File: src/rtl/cfgslv_pkg.sv
package cfgslv_pkg;

  typedef enum logic [2:0] {
    ST_IDLE,
    ST_RX,
    ST_RX_ACK,
    ST_TX,
    ST_TX_ACK
  } link_state_t;

  localparam int FREQ_W = 4;

endpackage

File: src/rtl/cfgslv_line_sync.sv
module cfgslv_line_sync #(
  parameter int STAGES = 2
) (
  input  logic clk,
  input  logic rst,
  input  logic scl_in,
  input  logic sda_in,
  output logic sda_lvl,
  output logic scl_rise,
  output logic scl_fall,
  output logic start_ev,
  output logic stop_ev
);

  logic [STAGES-1:0] scl_pipe, sda_pipe;
  logic              scl_q, sda_q, scl_lvl;

  always_ff @(posedge clk) begin
    if (rst) begin
      scl_pipe <= '1;
      sda_pipe <= '1;
      scl_q    <= 1'b1;
      sda_q    <= 1'b1;
    end else begin
      scl_pipe <= {scl_pipe[STAGES-2:0], scl_in};
      sda_pipe <= {sda_pipe[STAGES-2:0], sda_in};
      scl_q    <= scl_pipe[STAGES-1];
      sda_q    <= sda_pipe[STAGES-1];
    end
  end

  assign scl_lvl  = scl_pipe[STAGES-1];
  assign sda_lvl  = sda_pipe[STAGES-1];
  assign scl_rise = scl_lvl & ~scl_q;
  assign scl_fall = ~scl_lvl & scl_q;
  assign start_ev = scl_lvl & scl_q & sda_q & ~sda_lvl;
  assign stop_ev  = scl_lvl & scl_q & ~sda_q & sda_lvl;

endmodule

File: src/rtl/cfgslv_regbank.sv
module cfgslv_regbank #(
  parameter int              NREG = 6,
  parameter int              DW   = 8,
  parameter logic [NREG*DW-1:0] INIT = '0,
  localparam int             IW   = $clog2(NREG)
) (
  input  logic               clk,
  input  logic               rst,
  input  logic               wr_en,
  input  logic [IW-1:0]      wr_idx,
  input  logic [DW-1:0]      wr_data,
  output logic [NREG*DW-1:0] image
);

  for (genvar g = 0; g < NREG; g++) begin : g_reg
    always_ff @(posedge clk) begin
      if (rst)
        image[g*DW +: DW] <= INIT[g*DW +: DW];
      else if (wr_en && wr_idx == IW'(g))
        image[g*DW +: DW] <= wr_data;
    end
  end

endmodule

File: src/rtl/cfgslv_freq_sel.sv
module cfgslv_freq_sel
  import cfgslv_pkg::*;
(
  input  logic              clk,
  input  logic              rst,
  input  logic [FREQ_W-1:0] strap,
  input  logic [7:0]        ctrl,
  output logic [FREQ_W-1:0] freq_code,
  output logic              spread_en,
  output logic              spread_down,
  output logic              outputs_off
);

  logic [FREQ_W-1:0] strap_q;

  always_ff @(posedge clk) begin
    if (rst) begin
      strap_q     <= strap;
      freq_code   <= strap;
      spread_en   <= 1'b0;
      spread_down <= 1'b0;
      outputs_off <= 1'b0;
    end else begin
      freq_code   <= ctrl[3] ? {ctrl[2], ctrl[6], ctrl[5], ctrl[4]} : strap_q;
      spread_en   <= ctrl[1];
      spread_down <= ctrl[7];
      outputs_off <= ctrl[0];
    end
  end

endmodule

File: src/rtl/clkgen_cfg_slave.sv
module clkgen_cfg_slave
  import cfgslv_pkg::*;
#(
  parameter int                 NREG     = 6,
  parameter int                 DW       = 8,
  parameter int                 SYNC     = 2,
  parameter logic [DW-2:0]      DEV_ADDR = 7'h69,
  parameter logic [NREG*DW-1:0] DEFAULTS = 48'h00_6B_FF_FF_1F_00
) (
  input  logic               clk,
  input  logic               rst,
  input  logic               scl_in,
  input  logic               sda_in,
  input  logic [FREQ_W-1:0]  fs_strap,
  output logic               sda_pull_low,
  output logic [NREG*DW-1:0] cfg_image,
  output logic [FREQ_W-1:0]  freq_code,
  output logic               spread_en,
  output logic               spread_down,
  output logic               outputs_off
);

  localparam int            IW         = $clog2(NREG);
  localparam int            XW         = $clog2(NREG + 4);
  localparam int            BW         = $clog2(DW);
  localparam int            FIRST_DATA = 3;
  localparam logic [DW-1:0] COUNT_BYTE = DW'(NREG);

  logic sda_lvl, scl_rise, scl_fall, start_ev, stop_ev;

  cfgslv_line_sync #(.STAGES(SYNC)) u_sync (
    .clk(clk), .rst(rst), .scl_in(scl_in), .sda_in(sda_in),
    .sda_lvl(sda_lvl), .scl_rise(scl_rise), .scl_fall(scl_fall),
    .start_ev(start_ev), .stop_ev(stop_ev)
  );

  link_state_t   state;
  logic [DW-1:0] sh;
  logic [BW-1:0] bcnt;
  logic [XW-1:0] idx;
  logic          rw, full;
  logic          wr_en;
  logic [IW-1:0] wr_idx;
  logic [DW-1:0] wr_data;
  logic [DW-1:0] rd_byte;

  cfgslv_regbank #(.NREG(NREG), .DW(DW), .INIT(DEFAULTS)) u_regs (
    .clk(clk), .rst(rst), .wr_en(wr_en), .wr_idx(wr_idx),
    .wr_data(wr_data), .image(cfg_image)
  );

  cfgslv_freq_sel u_freq (
    .clk(clk), .rst(rst), .strap(fs_strap), .ctrl(cfg_image[7:0]),
    .freq_code(freq_code), .spread_en(spread_en),
    .spread_down(spread_down), .outputs_off(outputs_off)
  );

  // next byte to transmit: idx k (1..NREG) selects register k-1
  always_comb begin
    rd_byte = '0;
    for (int i = 0; i < NREG; i++)
      if (XW'(i + 1) == idx) rd_byte = cfg_image[i*DW +: DW];
  end

  always_ff @(posedge clk) begin
    wr_en <= 1'b0;
    if (rst) begin
      state        <= ST_IDLE;
      sh           <= '0;
      bcnt         <= '0;
      idx          <= '0;
      rw           <= 1'b0;
      full         <= 1'b0;
      sda_pull_low <= 1'b0;
      wr_idx       <= '0;
      wr_data      <= '0;
    end else if (start_ev) begin
      state        <= ST_RX;
      bcnt         <= '0;
      idx          <= '0;
      rw           <= 1'b0;
      full         <= 1'b0;
      sda_pull_low <= 1'b0;
    end else if (stop_ev) begin
      state        <= ST_IDLE;
      sda_pull_low <= 1'b0;
    end else begin
      case (state)
        ST_RX: begin
          if (scl_rise && !full) begin
            sh <= {sh[DW-2:0], sda_lvl};
            if (bcnt == BW'(DW - 1)) full <= 1'b1;
            else                     bcnt <= bcnt + 1'b1;
          end else if (scl_fall && full) begin
            if (idx == '0) begin
              if (sh[DW-1:1] == DEV_ADDR) begin
                rw           <= sh[0];
                sda_pull_low <= 1'b1;
                state        <= ST_RX_ACK;
              end else begin
                state <= ST_IDLE;
              end
            end else if (idx < XW'(FIRST_DATA)) begin
              sda_pull_low <= 1'b1;
              state        <= ST_RX_ACK;
            end else if (idx < XW'(FIRST_DATA + NREG)) begin
              wr_en        <= 1'b1;
              wr_idx       <= IW'(idx - XW'(FIRST_DATA));
              wr_data      <= sh;
              sda_pull_low <= 1'b1;
              state        <= ST_RX_ACK;
            end else begin
              state <= ST_IDLE;
            end
          end
        end
        ST_RX_ACK: begin
          if (scl_fall) begin
            idx  <= idx + 1'b1;
            bcnt <= '0;
            full <= 1'b0;
            if (rw) begin
              sh           <= COUNT_BYTE;
              sda_pull_low <= ~COUNT_BYTE[DW-1];
              state        <= ST_TX;
            end else begin
              sda_pull_low <= 1'b0;
              state        <= ST_RX;
            end
          end
        end
        ST_TX: begin
          if (scl_fall) begin
            if (bcnt == BW'(DW - 1)) begin
              sda_pull_low <= 1'b0;
              full         <= 1'b0;
              state        <= ST_TX_ACK;
            end else begin
              sh           <= {sh[DW-2:0], 1'b0};
              sda_pull_low <= ~sh[DW-2];
              bcnt         <= bcnt + 1'b1;
            end
          end
        end
        ST_TX_ACK: begin
          if (scl_rise) begin
            full <= ~sda_lvl;
          end else if (scl_fall) begin
            if (full && idx < XW'(NREG + 1)) begin
              idx          <= idx + 1'b1;
              sh           <= rd_byte;
              sda_pull_low <= ~rd_byte[DW-1];
              bcnt         <= '0;
              full         <= 1'b0;
              state        <= ST_TX;
            end else begin
              state <= ST_IDLE;
            end
          end
        end
        default: state <= ST_IDLE;
      endcase
    end
  end

endmodule

File: config.mk
export PLATFORM = sky130hd
export DESIGN_NAME = clkgen_cfg_slave
export DESIGN_NICKNAME = d
export VERILOG_FILES = /design/src/rtl/cfgslv_pkg.sv /design/src/rtl/cfgslv_line_sync.sv /design/src/rtl/cfgslv_regbank.sv /design/src/rtl/cfgslv_freq_sel.sv /design/src/rtl/clkgen_cfg_slave.sv
export SDC_FILE = /design/constraint.sdc
export NUM_CORES = 1
export LEC_CHECK = 0
export CORE_UTILIZATION = 46
export DETAILED_ROUTE_END_ITERATION = 12
export PLACE_DENSITY = 0.78
export SLEW_MARGIN = 40
export SYNTH_ARGS = -nofsm -noshare
export SYNTH_HDL_FRONTEND = slang
export SYNTH_SLANG_ARGS = --single-unit
File: constraint.sdc
create_clock -name clk -period 4 [get_ports clk]
set_input_delay 0.6 -clock clk [delete_from_list [all_inputs] [get_ports clk]]
set_output_delay 0.6 -clock clk [all_outputs]
set_load 0.02 [all_outputs]
[Word-level counts from Yosys, hierarchy flattened]
Cells that the tools add are included.
Word-level totals
  logic and storage cells: 188
  flip-flop bits (word level): 98
  output and inout bits: 56
  input port bits: 8
Cells by class
  order comparisons: 3
  add/subtract/negate cells: 3
  reduce and logical (&&, ||, !) cells: 26
  equality and inequality tests: 40
  multiplexer cells: 70
  bitwise logic cells: 20
Operators with widths (count)
  $mux 8: 14
  $mux 3: 15
  $ne 4x4->1 const B: 8
  $pmux 8 s4: 1
  $mux 1: 24
  $mux 4: 6
  $ne 2x2->1 const B: 12
  $pmux 3 s4: 2
  $reduce_and 8->1: 2
  $reduce_and 7->1: 2
  $not 1->1: 13
  $eq 3x2->1 const B: 4
  $eq 3x3->1 const B: 4
  $eq 3x4->1 const A: 3
  $reduce_and 6->1: 2
  $reduce_and 11->1: 1
  $mux 2: 5
  $reduce_and 10->1: 1
  $logic_and 1x1->1: 9
  $ne 3x3->1 const B: 3
  $reduce_and 9->1: 1
  $eq 2x4->1 const A: 2
  $pmux 1 s4: 2
  $pmux 4 s2: 1
  other kinds (18): 25

[Logic depth before layout (Yosys ltp)]
  word-level depth: 12
  gate-level depth with buffers: 9
  gate-level depth less buffers: 7

[Modules after synthesis]
Synthesis repeated with hierarchy kept, for this count alone.
Unflattened totals
  cells, all modules: 539
  area total of the unflattened synthesis: 4833.4 um2
Modules (own cells, without submodules)
  clkgen_cfg_slave: area each 2366.0 um2, cells each 314, instances 1
  cfgslv_regbank: area each 1906.8 um2, cells each 181, instances 1
  cfgslv_freq_sel: area each 370.4 um2, cells each 28, instances 1
  cfgslv_line_sync: area each 190.2 um2, cells each 16, instances 1

[Least setup slack after synthesis]
Ideal clock, no wire load.
  kind: flip-flop to flip-flop
  from: reg u_sync.scl_q
  to: reg sh[6]
  data arrival time: 1.904 ns
  slack: 1.974 ns
  cell stages (with the launch flop): 9
  clock period less this slack: 2.026 ns
  cells stage by stage: dfxtp_1 inv_1 ha_1 and2b_1 a31oi_4 nor4_4 and2_4 buf_6 mux2_4
Between the ends
  cells in the longest elaborated chain, start to end: 5
Ends and longest elaborated chain
  start: declaration: line cfgslv_line_sync.sv:16  | logic scl_q, sda_q, scl_lvl;
  start signal: assignment: line cfgslv_line_sync.sv:27  | scl_q <= scl_pipe[STAGES-1];
  $and 1x1->1 / $not 1->1 (equally long branches): line cfgslv_line_sync.sv:36, cfgslv_line_sync.sv:37, cfgslv_line_sync.sv:34
  $and 1x1->1, on equally long branches: line cfgslv_line_sync.sv:37, cfgslv_line_sync.sv:34, cfgslv_line_sync.sv:36
  $and 1x1->1, or another cell as far along: line cfgslv_line_sync.sv:37  | assign stop_ev = scl_lvl & scl_q & ~sda_q & sda_lvl;
  $not 1->1 (no source line) / $ne 2x2->1 (equally long branches)
  $reduce_and 11->1 (no source line) *
  end signal: assignment: line clkgen_cfg_slave.sv:91  | sh <= {sh[DW-2:0], sda_lvl};
  end signal: assignment: line clkgen_cfg_slave.sv:139  | sh <= {sh[DW-2:0], 1'b0};
  end signal: assignment: line clkgen_cfg_slave.sv:151  | sh <= rd_byte;
  end: declaration: line clkgen_cfg_slave.sv:38  | logic [DW-1:0] sh;
Every way passes the cells marked *; elsewhere a longest branch is shown, timed or not.
A chain may end at the register's enable or synchronous reset.

[Worst setup path in the final report]
  from: reg idx[0]
  to: reg wr_idx[0]
Between the ends
  cells in the longest elaborated chain, start to end: 3
Ends and longest elaborated chain
  start: declaration: line clkgen_cfg_slave.sv:40  | logic [XW-1:0] idx;
  start signal: assignment: line clkgen_cfg_slave.sv:119  | idx <= idx + 1'b1;
  start signal: assignment: line clkgen_cfg_slave.sv:150  | idx <= idx + 1'b1;
  $lt 4x2->1 / $logic_not 4->1 (equally long branches): line clkgen_cfg_slave.sv:103, clkgen_cfg_slave.sv:95
  $not 1->1 (no source line)
  $reduce_and 8->1 (no source line)
  end signal: assignment: line clkgen_cfg_slave.sv:108  | wr_idx <= IW'(idx - XW'(FIRST_DATA));
  end: declaration: line clkgen_cfg_slave.sv:43  | logic [IW-1:0] wr_idx;
Parallel ways exist; a longest one is shown, timed or not.

==> results.yml <==
logic_synthesis:
  synth_top_cell_by_area: "dfxtp_1"
  synth-simple-area-share_pct: 27.5
  async_flop_share_pct: 0
  synth-compound-area-share_pct: 19.8
  postSynthCellCount: 576
  synth-adder-area-share_pct: 2.65
  syn_area_um2: 4730
  yosys_warnings: 0
  synth_fp_nets: 594
  synth_edf_count: 4
  syn_avg_cell_area_um2: 8.21
  ys.flop_type: "dfxtp_1"
  ys_ff_latch: 98
  synth_top_family_by_area: "simple AND/OR/NAND/NOR gates"
  synth-xor-area-share_pct: 0.185
  synth.top_cell.area_share_pct: 39.8
  synth.area.top_cells: "dfxtp_1, nand2_1, a21oi_1"
  yosysSeqAreaShare_pct: 42.3
  synthDistinctLibCells: 60
  synthMuxAreaShare_pct: 3.49
sta:
  whs_ps: 418
  setup_slack_ps: 1310
  worstMarginPinSlew_ps: 833
  finalHoldViolCount: 0
  final-setup-viol-count: 0
  rsz0062_at_grt: "no"
  slew_violations: 0
  post-route-period-util_pct: 67.3
  maxSlewHeadroom_pct: 44.4
  setup_tns_ps: 0
  clock_skew_ps: 12.9
  min_period_ps: 2690
  max_freq_mhz: 371
global_route:
  grt_pass1_vias: 4163
  grt_pass1_wl_mm: 21.3
  grt_antenna_before_repair: 0
  grt_start_max_net_pins: 64
  grt_overflow: 0
  grt_usage_pct: 26.1
job:
  max_cap_violations: 0
critical_path:
  cp-start-kind: "flop"
  cp.arrival_ps: 3000
  crit_path_end_kind: "flop"
  crit_type: "reg -> reg"
  required_ps: 4310
  cp_max_fo: 21
  r2r_end: "wr_idx[0]$_SDFFE_PP0P_"
  timing.rr.start: "idx[0]$_SDFFE_PP0P_"
  reg2reg_setup_slack_ps: 1310
  worstRegToRegCells: 6
clock_tree:
  clock_tree.root_cell: "clkbuf_8"
  cts_resized: 0
  cts_made_buffers: 9
  clkTransAtPathRegs_ps: 100
  cts_tree: "yes"
  clock_sink_count: 98
  hold_buffers: 0
  clk_path_buf_depth: 2
  htree_levels: 3
  clk_latency_ps: 380
  post_cts_buffers: 0
min_path:
  hold_end: "u_sync.sda_pipe[1]$_SDFF_PP1_"
  min_path_type: "reg -> reg"
  min_from: "u_sync.sda_pipe[0]$_SDFF_PP1_"
  holdPathStages: 1
pwr:
  leakagePower_uw: 0.00219
  ir_worst_vdd_mv: 0.183
  power.density_nw_per_um2: 301
cells_and_area:
  final_nets: 636
  layout-drive-gt1-share_pct: 6.90
  syn2layout_area_growth_pct: 18.0
  antennaDiodeCount: 0
  n_fill_cell: 893
die:
  rows: 36
  core_area_um2: 9860
  io_pins: 64
  dieArea_um2: 10700
  die_w_um: 103
  die_h_um: 103
  start_util_pct: 47.9
routing:
  wl_per_cell_um: 17.6
  vias_per_cell: 5.75
  drtPass1Iterations: 6
  vias: 4344
  dr.first_iter.drc_count: 304
  drt-total-wl_mm: 13.3
  drc: 0
  drt.antenna.violating_nets: 0
place:
  io_buffers: 63
  pre_cts_slack_ps: 1380
  place_hpwl_mm: 9.59
  gp_congestion: 0.929
status:
  status: "finished clean"
synth_stat cells, types with 2 or more instances:
| cell type | n |
|---|---|
| o41ai_1 | 2 |
| nand2_1 | 111 |
| a31oi_1 | 7 |
| a31o_2 | 3 |
| a21oi_1 | 71 |
| nor2_1 | 40 |
| o22a_1 | 2 |
| or2_2 | 9 |
| buf_2 | 6 |
| nand2b_1 | 16 |
| nor3b_1 | 2 |
| nor4_1 | 2 |
| nand3_1 | 11 |
| nand4_1 | 2 |
| a221oi_1 | 2 |
| nor3_1 | 4 |
| nand3b_1 | 23 |
| a211o_1 | 10 |
| ha_1 | 10 |
| dfxtp_1 | 94 |
| nor2b_1 | 21 |
| o31a_1 | 2 |
| edfxtp_1 | 4 |
| inv_1 | 12 |
| a211oi_1 | 7 |
| o2bb2ai_1 | 2 |
| and2b_1 | 3 |
| buf_1 | 2 |
| o21ai_0 | 23 |
| clkbuf_1 | 23 |
| buf_6 | 2 |
| and3b_1 | 2 |
| and3_1 | 2 |
| mux2i_1 | 15 |
| a2bb2oi_1 | 4 |
flip-flops by register name (all words and copies together), names as in the netlist, 4 cells and up:
| name | count |
|---|---|
| idx | 4 |
| u_freq.strap_q | 4 |
| u_freq.freq_code | 4 |
| u_regs.image | 48 |
| wr_data | 8 |
| sh | 8 |
where the power goes:
group / switching, uW / internal [uW]
Sequential: 4.84 / 992
Clock: 387 / 238
Combinational: 36.0 / 25.1
Total: 428 / 1250
metal layers:
layer / vias up / track usage (%) / part of all wire (%) / wire, um
met3: 27 / 4.44 / 7.3 / 973
met5: - / 0 / 0 / 0
met2: 190 / 41.7 / 46 / 6170
li1: 2087 / - / - / -
met1: 2040 / 34.7 / 44 / 5890
met4: 0 / 11.4 / 2.1 / 284
through the flow:
| step | util (%) | instance area [um2] | power, uW | std cells |
|---|---|---|---|---|
| 2_1_floorplan | - | 4730 | 1060 | 576 |
| 3_3_place_gp | 54.6 | 5380 | 1080 | 740 |
| 3_5_place_dp | 54.7 | 5400 | 1080 | 740 |
| 4_1_cts | 56.6 | 5580 | 1680 | 756 |
| 5_1_grt | 56.6 | 5580 | 1730 | 756 |
| 6_report | 56.6 | 5580 | 1680 | 756 |
cell usage in the layout (no fill, tap or decap), types with 3 or more instances in the layout:
master and instances:
a31oi_1 7, a211o_1 10, inv_6 3, or2_2 9
clkdlybuf4s50_1 62, nand3_1 11, nor2b_1 21, a2bb2oi_1 4
nand3b_1 23, ha_1 9, mux2i_1 15, and2b_1 3
dfxtp_1 94, edfxtp_1 4, a31o_2 3, o21ai_0 23
nand2b_1 16, nand2_1 111, clkbuf_8 9, a21oi_1 71
inv_1 12, nor2_1 39, a211oi_1 7
how the worst max path moves through the flow:
stage | start | cells past startpoint | slack, ps | end
floorplan | u_sync.scl_q$_SDFF_PP1_ | 8 | 1970 | sh[6]$_SDFFE_PP0P_
global placement | idx[0]$_SDFFE_PP0P_ | 6 | 1510 | wr_idx[0]$_SDFFE_PP0P_
detailed placement | idx[0]$_SDFFE_PP0P_ | 6 | 1380 | wr_idx[0]$_SDFFE_PP0P_
CTS | idx[0]$_SDFFE_PP0P_ | 6 | 1350 | wr_idx[0]$_SDFFE_PP0P_
global route | idx[0]$_SDFFE_PP0P_ | 6 | 1030 | wr_idx[0]$_SDFFE_PP0P_
finish | idx[0]$_SDFFE_PP0P_ | 6 | 1310 | wr_idx[0]$_SDFFE_PP0P_
cell type report:
cell class,instances,area [um2],area share (%)
tap,133,166,2.98
multi-input combinational,433,2550,45.7
inverter,12,45.0,0.807
sequential,98,2000,35.9
clock inverter,7,58.8,1.05
timing repair buffer,64,636,11.4
clock buffer,9,124,2.22
worst max-delay path, stage by stage (launching register included):
cell	delay (ps)
dfxtp_1	430
ha_1	730
nand2b_1	110
a21oi_1	180
nand4_1	630
nand2b_1	400
a21oi_1	130
kinds of logic (layout without fill, tap and decap cells):
kind of cell,after synthesis,after routing
flops,98,98
simple gates,258,258
buf+inv,45,92
fa+ha+maj,10,10
compound gates,148,148
mux,16,16
xor+xnor,1,1
(Power assumes the default switching activity.)
